$ cat src/rtl/conv5_pkg.sv
package conv5_pkg;
  localparam int PIX_W     = 8;                       // gray pixel width
  localparam int COEF_W    = 8;                       // signed coefficient width
  localparam int KDIM      = 5;                       // kernel edge length
  localparam int OUT_COLS  = 5;                       // columns owned per element
  localparam int HALO      = KDIM / 2;
  localparam int SPAN      = OUT_COLS + KDIM - 1;     // pixels per row word
  localparam int ACC_W     = PIX_W + COEF_W + $clog2(KDIM * KDIM);
  localparam int PART_W    = COEF_W + $clog2(KDIM);   // one kernel row, one bit-plane
  localparam int BIT_IDX_W = $clog2(PIX_W);
  localparam int ROW_IDX_W = $clog2(KDIM);

  typedef struct packed {
    logic                 load;     // row accepted this cycle
    logic                 step;     // accumulate one (row, bit-plane)
    logic                 last;     // final step of the row
    logic                 binMode;  // mode latched at acceptance
    logic [BIT_IDX_W-1:0] bitIdx;
    logic [ROW_IDX_W-1:0] rowIdx;
  } strobe_t;
endpackage

$ cat src/rtl/conv5_ctrl.sv
module conv5_ctrl
  import conv5_pkg::*;
(
  input  logic    clk,
  input  logic    rstN,
  input  logic    start,
  input  logic    binMode,
  output strobe_t stb,
  output logic    busy
);
  logic [BIT_IDX_W-1:0] bitCnt;
  logic [ROW_IDX_W-1:0] rowCnt;
  logic                 binQ;
  logic [BIT_IDX_W-1:0] lastBit;
  logic                 accept;
  logic                 rowWrap;

  assign accept  = start && !busy;
  assign lastBit = binQ ? '0 : BIT_IDX_W'(PIX_W - 1);
  assign rowWrap = (rowCnt == ROW_IDX_W'(KDIM - 1));

  always_ff @(posedge clk) begin
    if (!rstN) begin
      busy   <= 1'b0;
      binQ   <= 1'b0;
      bitCnt <= '0;
      rowCnt <= '0;
    end else if (accept) begin
      busy   <= 1'b1;
      binQ   <= binMode;
      bitCnt <= '0;
      rowCnt <= '0;
    end else if (busy) begin
      if (rowWrap) begin
        rowCnt <= '0;
        if (bitCnt == lastBit) busy <= 1'b0;
        else bitCnt <= bitCnt + 1'b1;
      end else begin
        rowCnt <= rowCnt + 1'b1;
      end
    end
  end

  always_comb begin
    stb.load    = accept;
    stb.step    = busy;
    stb.last    = busy && rowWrap && (bitCnt == lastBit);
    stb.binMode = binQ;
    stb.bitIdx  = bitCnt;
    stb.rowIdx  = rowCnt;
  end
endmodule

$ cat src/rtl/conv5_dp.sv
module conv5_dp
  import conv5_pkg::*;
(
  input  logic                       clk,
  input  logic                       rstN,
  input  strobe_t                    stb,
  input  logic [SPAN*PIX_W-1:0]      rowPix,
  input  logic                       newFrame,
  input  logic                       leftEdge,
  input  logic                       rightEdge,
  input  logic                       blankRow,
  input  logic signed [ACC_W-1:0]    thresh,
  input  logic [KDIM*COEF_W-1:0]     coefRowData,
  output logic [OUT_COLS*PIX_W-1:0]  pixOut,
  output logic                       done
);
  localparam logic signed [ACC_W-1:0] PIX_MAX = ACC_W'((1 << PIX_W) - 1);

  logic [PIX_W-1:0]         win   [KDIM][SPAN];
  logic [PIX_W-1:0]         inRow [SPAN];
  logic signed [ACC_W-1:0]  threshQ;

  // halo and blank masking of the incoming row
  always_comb begin
    for (int c = 0; c < SPAN; c++) begin
      inRow[c] = rowPix[c*PIX_W +: PIX_W];
      if (blankRow || (leftEdge && c < HALO) || (rightEdge && c >= SPAN - HALO))
        inRow[c] = '0;
    end
  end

  // five-row window: row KDIM-1 newest
  always_ff @(posedge clk) begin
    if (!rstN) begin
      threshQ <= '0;
      for (int r = 0; r < KDIM; r++)
        for (int c = 0; c < SPAN; c++) win[r][c] <= '0;
    end else if (stb.load) begin
      threshQ <= thresh;
      for (int c = 0; c < SPAN; c++) begin
        for (int r = 0; r < KDIM - 1; r++)
          win[r][c] <= newFrame ? '0 : win[r+1][c];
        win[KDIM-1][c] <= inRow[c];
      end
    end
  end

  for (genvar j = 0; j < OUT_COLS; j++) begin : g_col
    logic signed [PART_W-1:0] partSum;
    logic signed [ACC_W-1:0]  acc;
    logic signed [ACC_W-1:0]  nextAcc;
    logic [PIX_W-1:0]         outPix;
    logic [PIX_W-1:0]         pixQ;

    always_comb begin
      partSum = '0;
      for (int kc = 0; kc < KDIM; kc++)
        if (win[stb.rowIdx][j+kc][stb.bitIdx])
          partSum = partSum + PART_W'($signed(coefRowData[kc*COEF_W +: COEF_W]));
    end

    assign nextAcc = acc + (ACC_W'(partSum) <<< stb.bitIdx);

    always_comb begin
      if (stb.binMode)     outPix = {{(PIX_W-1){1'b0}}, (nextAcc >= threshQ)};
      else if (nextAcc < 0)       outPix = '0;
      else if (nextAcc > PIX_MAX) outPix = '1;
      else                        outPix = nextAcc[PIX_W-1:0];
    end

    always_ff @(posedge clk) begin
      if (!rstN) begin
        acc  <= '0;
        pixQ <= '0;
      end else begin
        if (stb.load)      acc <= '0;
        else if (stb.step) acc <= nextAcc;
        if (stb.last)      pixQ <= outPix;
      end
    end

    assign pixOut[j*PIX_W +: PIX_W] = pixQ;
  end

  always_ff @(posedge clk) begin
    if (!rstN) done <= 1'b0;
    else       done <= stb.last;
  end
endmodule

$ cat src/rtl/conv5_pe.sv
module conv5_pe
  import conv5_pkg::*;
(
  input  logic                       clk,
  input  logic                       rstN,
  input  logic                       start,
  input  logic                       newFrame,
  input  logic                       binMode,
  input  logic                       leftEdge,
  input  logic                       rightEdge,
  input  logic                       blankRow,
  input  logic [SPAN*PIX_W-1:0]      rowPix,
  input  logic signed [ACC_W-1:0]    thresh,
  output logic [ROW_IDX_W-1:0]       coefAddr,
  input  logic [KDIM*COEF_W-1:0]     coefRowData,
  output logic [OUT_COLS*PIX_W-1:0]  pixOut,
  output logic                       done
);
  strobe_t stb;
  logic    busy;

  conv5_ctrl u_ctrl (
    .clk(clk), .rstN(rstN), .start(start), .binMode(binMode),
    .stb(stb), .busy(busy)
  );

  conv5_dp u_dp (
    .clk(clk), .rstN(rstN), .stb(stb), .rowPix(rowPix),
    .newFrame(newFrame), .leftEdge(leftEdge), .rightEdge(rightEdge),
    .blankRow(blankRow), .thresh(thresh), .coefRowData(coefRowData),
    .pixOut(pixOut), .done(done)
  );

  assign coefAddr = stb.rowIdx;
endmodule

$ cat config.mk
export PLATFORM = sky130hd
export DESIGN_NAME = conv5_pe
export DESIGN_NICKNAME = d
export VERILOG_FILES = /design/src/rtl/conv5_pkg.sv /design/src/rtl/conv5_ctrl.sv /design/src/rtl/conv5_dp.sv /design/src/rtl/conv5_pe.sv
export SDC_FILE = /design/constraint.sdc
export NUM_CORES = 2
export LEC_CHECK = 0
export BUFFER_PORTS_ARGS = -buffer_cell sky130_fd_sc_hd__buf_2
export CAP_MARGIN = 10
export CORE_AREA = 2 2 436 438
export CTS_CLUSTER_SIZE = 30
export DETAILED_ROUTE_END_ITERATION = 8
export DIE_AREA = 0 0 438 440
export GPL_ROUTABILITY_DRIVEN = 0
export SLEW_MARGIN = 30
export SYNTH_ARGS = -nofsm -noshare
export SYNTH_HDL_FRONTEND = slang
export SYNTH_SLANG_ARGS = --single-unit
$ cat constraint.sdc
create_clock -name clk -period 37.9 [get_ports clk]
set_input_delay 1.895 -clock clk [delete_from_list [all_inputs] [get_ports clk]]
set_output_delay 1.895 -clock clk [all_outputs]
set_load 0.05 [all_outputs]
* Word level (Yosys, flattened, before mapping) *
Memory sizes are Yosys's and may differ from the RTL's. A register that Yosys moved wholly into a read port is not among the register bits.
Cells that the tools add are included.

word-level totals
  flip-flop bits (word level) = 175
  bits in writable memories = 360
  input port bits = 141
  logic and storage cells = 282
  memories kept = 1

memories
  name      words  width  read ports  clocked after memory_dff  wr ports  RTL line        RTL
  u_dp.win  5      72     5           1                         5         conv5_dp.sv:19  logic [PIX_W-1:0] win [KDIM][SPAN];

operators by class
  $add $sub $neg = 27
  magnitude comparators = 16
  equality and inequality tests = 2
  shift operators = 5
  mux-type cells = 160
  bitwise operators = 47
  reductions and logical operators = 8

operator list
  operator                                                                           count
  8-bit 2-to-1 mux                                                                   105
  11-bit 2-to-1 mux                                                                  25
  11-bit by 8-bit adder with 11-bit output                                           20
  21-bit adder                                                                       5
  21-bit greater-or-equal comparator                                                 5
  21-bit by 9-bit greater-than comparator with 1-bit output (second input constant)  5
  21-bit by 1-bit < comparator with 1-bit output (second input constant)             5
  11-bit by 3-bit <<< shifter with 21-bit output                                     5
  1-bit OR                                                                           45
  1-bit binary-select mux with 3-bit select                                          9
  1-bit 2-to-1 mux                                                                   17
  3-bit 2-to-1 mux                                                                   4
  3-bit by 1-bit adder with 3-bit output (second input constant)                     2
  3-bit by 4-bit < comparator with 1-bit output (second input constant)              1
  3-bit equality test                                                                1
  3-bit equality test (second input constant)                                        1
  1-bit logical AND                                                                  3
  3-bit AND reduction                                                                1
  1-bit logical OR                                                                   2
  1-bit NOT                                                                          2
  2-bit OR reduction                                                                 1
  1-bit zero test                                                                    1

* Longest topological paths before layout *
  depth in word-level cells = 17
  mapped depth = 67

* Hierarchy *
Synthesis repeated with hierarchy kept, for this count alone.

second synthesis, totals
  cells, all modules = 4735
  area, all modules = 44168.6 um^2

modules (own cells, without submodules)
  module      instances  cells each  area an instance (um^2)  seq. area each (um^2)
  conv5_dp    1          4685        43695.7                  14153.6
  conv5_ctrl  1          50          473.0                    160.2

* Worst setup path before layout *
No wires, ideal clock.

  path type = input to register
  from = input start
  to = memory u_dp.win[0][0] in the netlist's numbering, enable pin
  data arrival time = 12.453 ns
  data required time = 37.035 ns
  setup slack = 24.582 ns
  cell stages on the path = 5
  path buffers = 2
  cell sequence = nand2b_1 -> and2_1 -> inv_1 -> clkbuf_1 -> clkbuf_1

RTL lines
  item                RTL line        RTL
  start: declaration  conv5_pe.sv:6   input logic start,
  end: declaration    conv5_dp.sv:19

* Worst setup path in the final report *
  from = register u_ctrl.bitCnt[1]
  to = register u_dp.g_col[1].pixQ[0]

on the way
  word-level cells in the longest chain between the ends = 17

RTL lines
  item                                                       RTL line          RTL
  start: declaration                                         conv5_ctrl.sv:11  logic [BIT_IDX_W-1:0] bitCnt;
  start signal: assignment                                   conv5_ctrl.sv:37  else bitCnt <= bitCnt + 1'b1;
  1-bit binary-select mux with 3-bit select                  n/a
  1-bit 2-to-1 mux                                           n/a
  11-bit 2-to-1 mux                                          conv5_dp.sv:58    if (win[stb.rowIdx][j+kc][stb.bitIdx])
  11-bit by 8-bit adder with 11-bit output                   conv5_dp.sv:59    partSum = partSum + PART_W'($signed(coefRowData[kc*COEF_W +: COEF_W]));
  11-bit 2-to-1 mux                                          conv5_dp.sv:58
  11-bit by 8-bit adder with 11-bit output                   conv5_dp.sv:59
  11-bit 2-to-1 mux                                          conv5_dp.sv:58
  11-bit by 8-bit adder with 11-bit output                   conv5_dp.sv:59
  [2 not listed]                                             n/a
  11-bit 2-to-1 mux                                          conv5_dp.sv:58
  11-bit by 3-bit <<< shifter with 21-bit output *           conv5_dp.sv:62    assign nextAcc = acc + (ACC_W'(partSum) <<< stb.bitIdx);
  21-bit adder *                                             conv5_dp.sv:62
  net u_dp.g_col[1].nextAcc[20]                              conv5_dp.sv:51    logic signed [ACC_W-1:0] nextAcc;
  21-bit by 9-bit greater-than comparator with 1-bit output  conv5_dp.sv:67    else if (nextAcc > PIX_MAX) outPix = '1;
  8-bit 2-to-1 mux                                           conv5_dp.sv:67
  8-bit 2-to-1 mux                                           conv5_dp.sv:66    else if (nextAcc < 0) outPix = '0;
  8-bit 2-to-1 mux *                                         conv5_dp.sv:65    if (stb.binMode) outPix = {{(PIX_W-1){1'b0}}, (nextAcc >= threshQ)};
  end signal: assignment                                     conv5_dp.sv:78    if (stb.last) pixQ <= outPix;
  end: declaration                                           conv5_dp.sv:53    logic [PIX_W-1:0] pixQ;

Mark *: on every way through the listed nets, which the timed path passes. The rest lies on a longest branch. The select of a mux whose other input is x is not followed.
A chain may end at the register's enable or synchronous reset.

==> results.sh <==
export IMPL_status="finished clean"
export IMPL_setup_violations_final=0
export IMPL_synth_top_cell_area_share=0.251
export IMPL_critPathLaunchType="register"
export IMPL_cts_htree_levels=2
export IMPL_total_switching_power_mw=1.23
export IMPL_grtUsageTotal=0.137
export IMPL_detailedRoute_firstPassIterationCount=6
export IMPL_routed_wl_met2_um=68900
export IMPL_grt_max_degree=289
export IMPL_peakVddDrop_v=0.0000484
export IMPL_fp_dieArea_um2=193000
export IMPL_final_hold_worst_slack_ns=0.447
export IMPL_max_clock_freq_mhz=67.2
export IMPL_layout_cells_non_filler=7180
export IMPL_crit_path_max_fanout=34
export IMPL_edff_count_synth=360
export IMPL_post_synth_num_cell_types=109
export IMPL_worst_endpoint_arrival_ns=15.48
export IMPL_fin_clk_skew_ns=0.0709
export IMPL_slowest_delay_ns=0.73
export IMPL_route_detailed_vias_per_inst=4.92
export IMPL_ant_nets=0
export IMPL_worstSetupPathType="register to register"
export IMPL_dp_final_hpwl_um=103000
export IMPL_design_core_area_um2=189000
export IMPL_route_met3_wl_um=6380
export IMPL_postCtsSetupRepairBufs=0
export IMPL_min_path_type="register to register"
export IMPL_root_buffer="sky130_fd_sc_hd__clkbuf_16"
export IMPL_io_buffers=184
export IMPL_nFillCells=20100
export IMPL_pwr_share_clk=0.203
export IMPL_yosys_area_top_type="sky130_fd_sc_hd__edfxtp_1"
export IMPL_std_cell_rows=160
export IMPL_synth_cell_area_um2=43100
export IMPL_worst_pin_slew_ns=0.935
export IMPL_clock_insertion_delay_worst_skew_ns=0.72
export IMPL_rsz0062_at_grt="false"
export IMPL_netlist_top_cells_area="sky130_fd_sc_hd__edfxtp_1 25%, sky130_fd_sc_hd__ha_1 11%, sky130_fd_sc_hd__dfxtp_1 8.3%"
export IMPL_async_flop_share=0
export IMPL_number_of_register_bits_inferred_by_synthesis=538
export IMPL_tritoncts_clock_tree="yes"
export IMPL_synth_net_count=5094
export IMPL_pin_count=185
export IMPL_cts_made_buffers=58
export IMPL_power_share_combinational=0.554
export IMPL_routed_via_count=35400
export IMPL_postSynthAreaPerCell_um2=9.50
export IMPL_drive_gt1_frac=0.126
export IMPL_power_static_leakage_nw=19.7
export IMPL_postCtsHoldBufs=0
export IMPL_wire_per_inst_um=19.1
export IMPL_power_density_nw_per_um2=59.4
export IMPL_synth_cells=4539
export IMPL_critPathSlowestCell="sky130_fd_sc_hd__a2111oi_0"
export IMPL_finalHoldViolCount=0
export IMPL_die_y_um=440
export IMPL_clock_sink_count=538
export IMPL_yosys_top_cells_count="412 x sky130_fd_sc_hd__nor2_1, 389 x sky130_fd_sc_hd__ha_1, 388 x sky130_fd_sc_hd__and2_1"
export IMPL_first_global_vias=34800
export IMPL_power_switching_fraction=0.425
export IMPL_fin_crit_sh=0.393
export IMPL_crit_required_ns=38.49
export IMPL_critical_path_endpoint_type="register"
export IMPL_ys_warn_count=0
export IMPL_areaGrowthSynthToFinish_pct=12.9
export IMPL_fin_tns_setup_ns=0
export IMPL_sum_of_routed_wire_segments_on_met1_um=54700
export IMPL_share_seq_of_total_power=0.243
export IMPL_yosys_cell_count_top_type="sky130_fd_sc_hd__nor2_1"
export IMPL_detailedRoute_firstIterationViolations=2547
export IMPL_die_w_um=438
export IMPL_remaining_drc_errors=0
export IMPL_synth_sequential_area_ratio=0.333
export IMPL_topRoutingLayerUsed="met4"
export IMPL_path_clk_slew_ns=0.06
export IMPL_finalWorstPathRequiredPeriod_ns=14.89
export IMPL_multi_input_area_um2=27100
export IMPL_regArea_um2=14400
export IMPL_grt_first_pass_wirelength_um=207000
export IMPL_place_inst=7067
export IMPL_initial_core_util=0.229
export IMPL_worst_slew_margin_rel=0.368
export IMPL_finish_net_count=5173
export IMPL_globalRouteOverflowTotal=0
export IMPL_max_clock_path_buffers=3
export IMPL_totalWireLength_um=137000
export IMPL_holdPathStages=2
export IMPL_post_cts_resize_count=0
export IMPL_logic_depth_of_the_worst_register_to_register_path=55
export IMPL_cap_viol_max_count=0
export IMPL_antenna_violations_before_repair=16
export IMPL_ys_dominant_reg_cell="sky130_fd_sc_hd__edfxtp_1"
export IMPL_internal_power_mw=1.66
export IMPL_final_max_slew_viol_count=0
routing by layer:
layer,track usage,vias up
met5,0,-
met4,0.0729,0
met3,0.0127,303
met2,0.250,1019
met1,0.159,17200
li1,-,16900
worst paths after layout:
kind	from	to	slack, ns
worst min-delay path	u_dp.g_col[3].pixQ[3]	u_dp.g_col[3].pixQ[3]	0.45
worst min register to register	u_dp.g_col[3].pixQ[3]	u_dp.g_col[3].pixQ[3]	0.45
worst max register to register	u_ctrl.bitCnt[1]	u_dp.g_col[1].pixQ[0]	23.01
worst max-delay path	u_ctrl.bitCnt[1]	u_dp.g_col[1].pixQ[0]	23.01
critical path, delay by kind of cell (launching register included):
kind,cells,cell delay (ns)
AND/OR/NAND/NOR,14,2.42
buffers and inverters,5,1.31
XOR/XNOR,7,1.28
multiplexers,3,1.01
AO/OA/AOI/OAI,18,5.83
adder cells (fa/ha/maj),8,2.35
flip-flops,1,0.55
layout make-up:
type	count	area share
Timing Repair Buffer	232	0.0273
Clock buffer	62	0.0303
Inverter	182	0.0142
Tap cell	2511	0.0646
Sequential cell	538	0.296
Antenna cell	7	0.000360
Multi-Input combinational cell	3606	0.558
Clock inverter	42	0.00980
placed cells by master, fill, tap and decap left out, types with 47 or more instances in the layout:
cell                        count
sky130_fd_sc_hd__a21o_1        93
sky130_fd_sc_hd__a21oi_1      240
sky130_fd_sc_hd__a31oi_1       56
sky130_fd_sc_hd__and2_1       387
sky130_fd_sc_hd__buf_2        186
sky130_fd_sc_hd__clkbuf_16     58
sky130_fd_sc_hd__dfxtp_1      171
sky130_fd_sc_hd__edfxtp_1     360
sky130_fd_sc_hd__ha_1         389
sky130_fd_sc_hd__inv_1        173
sky130_fd_sc_hd__mux2_2        75
sky130_fd_sc_hd__mux2i_1      214
sky130_fd_sc_hd__mux4_2        73
sky130_fd_sc_hd__nand2_1      327
sky130_fd_sc_hd__nand2b_1      48
sky130_fd_sc_hd__nand3_1       66
sky130_fd_sc_hd__nor2_1       410
sky130_fd_sc_hd__nor2b_1       47
sky130_fd_sc_hd__nor3_1        84
sky130_fd_sc_hd__o21a_1        50
sky130_fd_sc_hd__o21ai_0      200
sky130_fd_sc_hd__xnor2_1      161
sky130_fd_sc_hd__xor2_1        73
through the flow:
step	power (mW)	cell area [µm²]	utilization	setup WS [ns]
detailed placement	2.29	46600	0.247	23.15
global placement	2.24	46600	0.247	23.47
finish	2.89	48700	0.258	23.01
CTS	2.89	48600	0.258	23.10
global route	3.10	48600	0.258	22.03
floorplan	1.90	43100	-	24.58
power groups by stage:
stage                     clock (mW)  sequential (mW)  combinational, mW
after floorplan                    0            0.711               1.19
after global placement             0            0.712               1.53
after detailed placement           0            0.713               1.58
after CTS                      0.600            0.701               1.59
after global routing           0.620            0.707               1.78
final                          0.587            0.701               1.60
state kept, by name, indices dropped and copies added, names as in the netlist, named ones only:
| signal | count |
|---|---|
| u_dp.win | 360 |
| u_dp.g_col.acc | 105 |
| u_dp.g_col.pixQ | 40 |
| u_dp.threshQ | 21 |
| u_ctrl.bitCnt | 3 |
| u_ctrl.rowCnt | 3 |
| u_ctrl.binQ | 1 |
| u_ctrl.busy | 1 |
| u_dp.done | 1 |
kinds of logic after synthesis:
| logic type | share of synthesized area |
|---|---|
| AND/OR/NAND/NOR | 0.182 |
| AO/OA/AOI/OAI | 0.159 |
| flip-flops | 0.333 |
| adder cells (fa/ha/maj) | 0.126 |
| buffers and inverters | 0.0387 |
| multiplexers | 0.109 |
| XOR/XNOR | 0.0514 |
(Power assumes the default switching activity.)
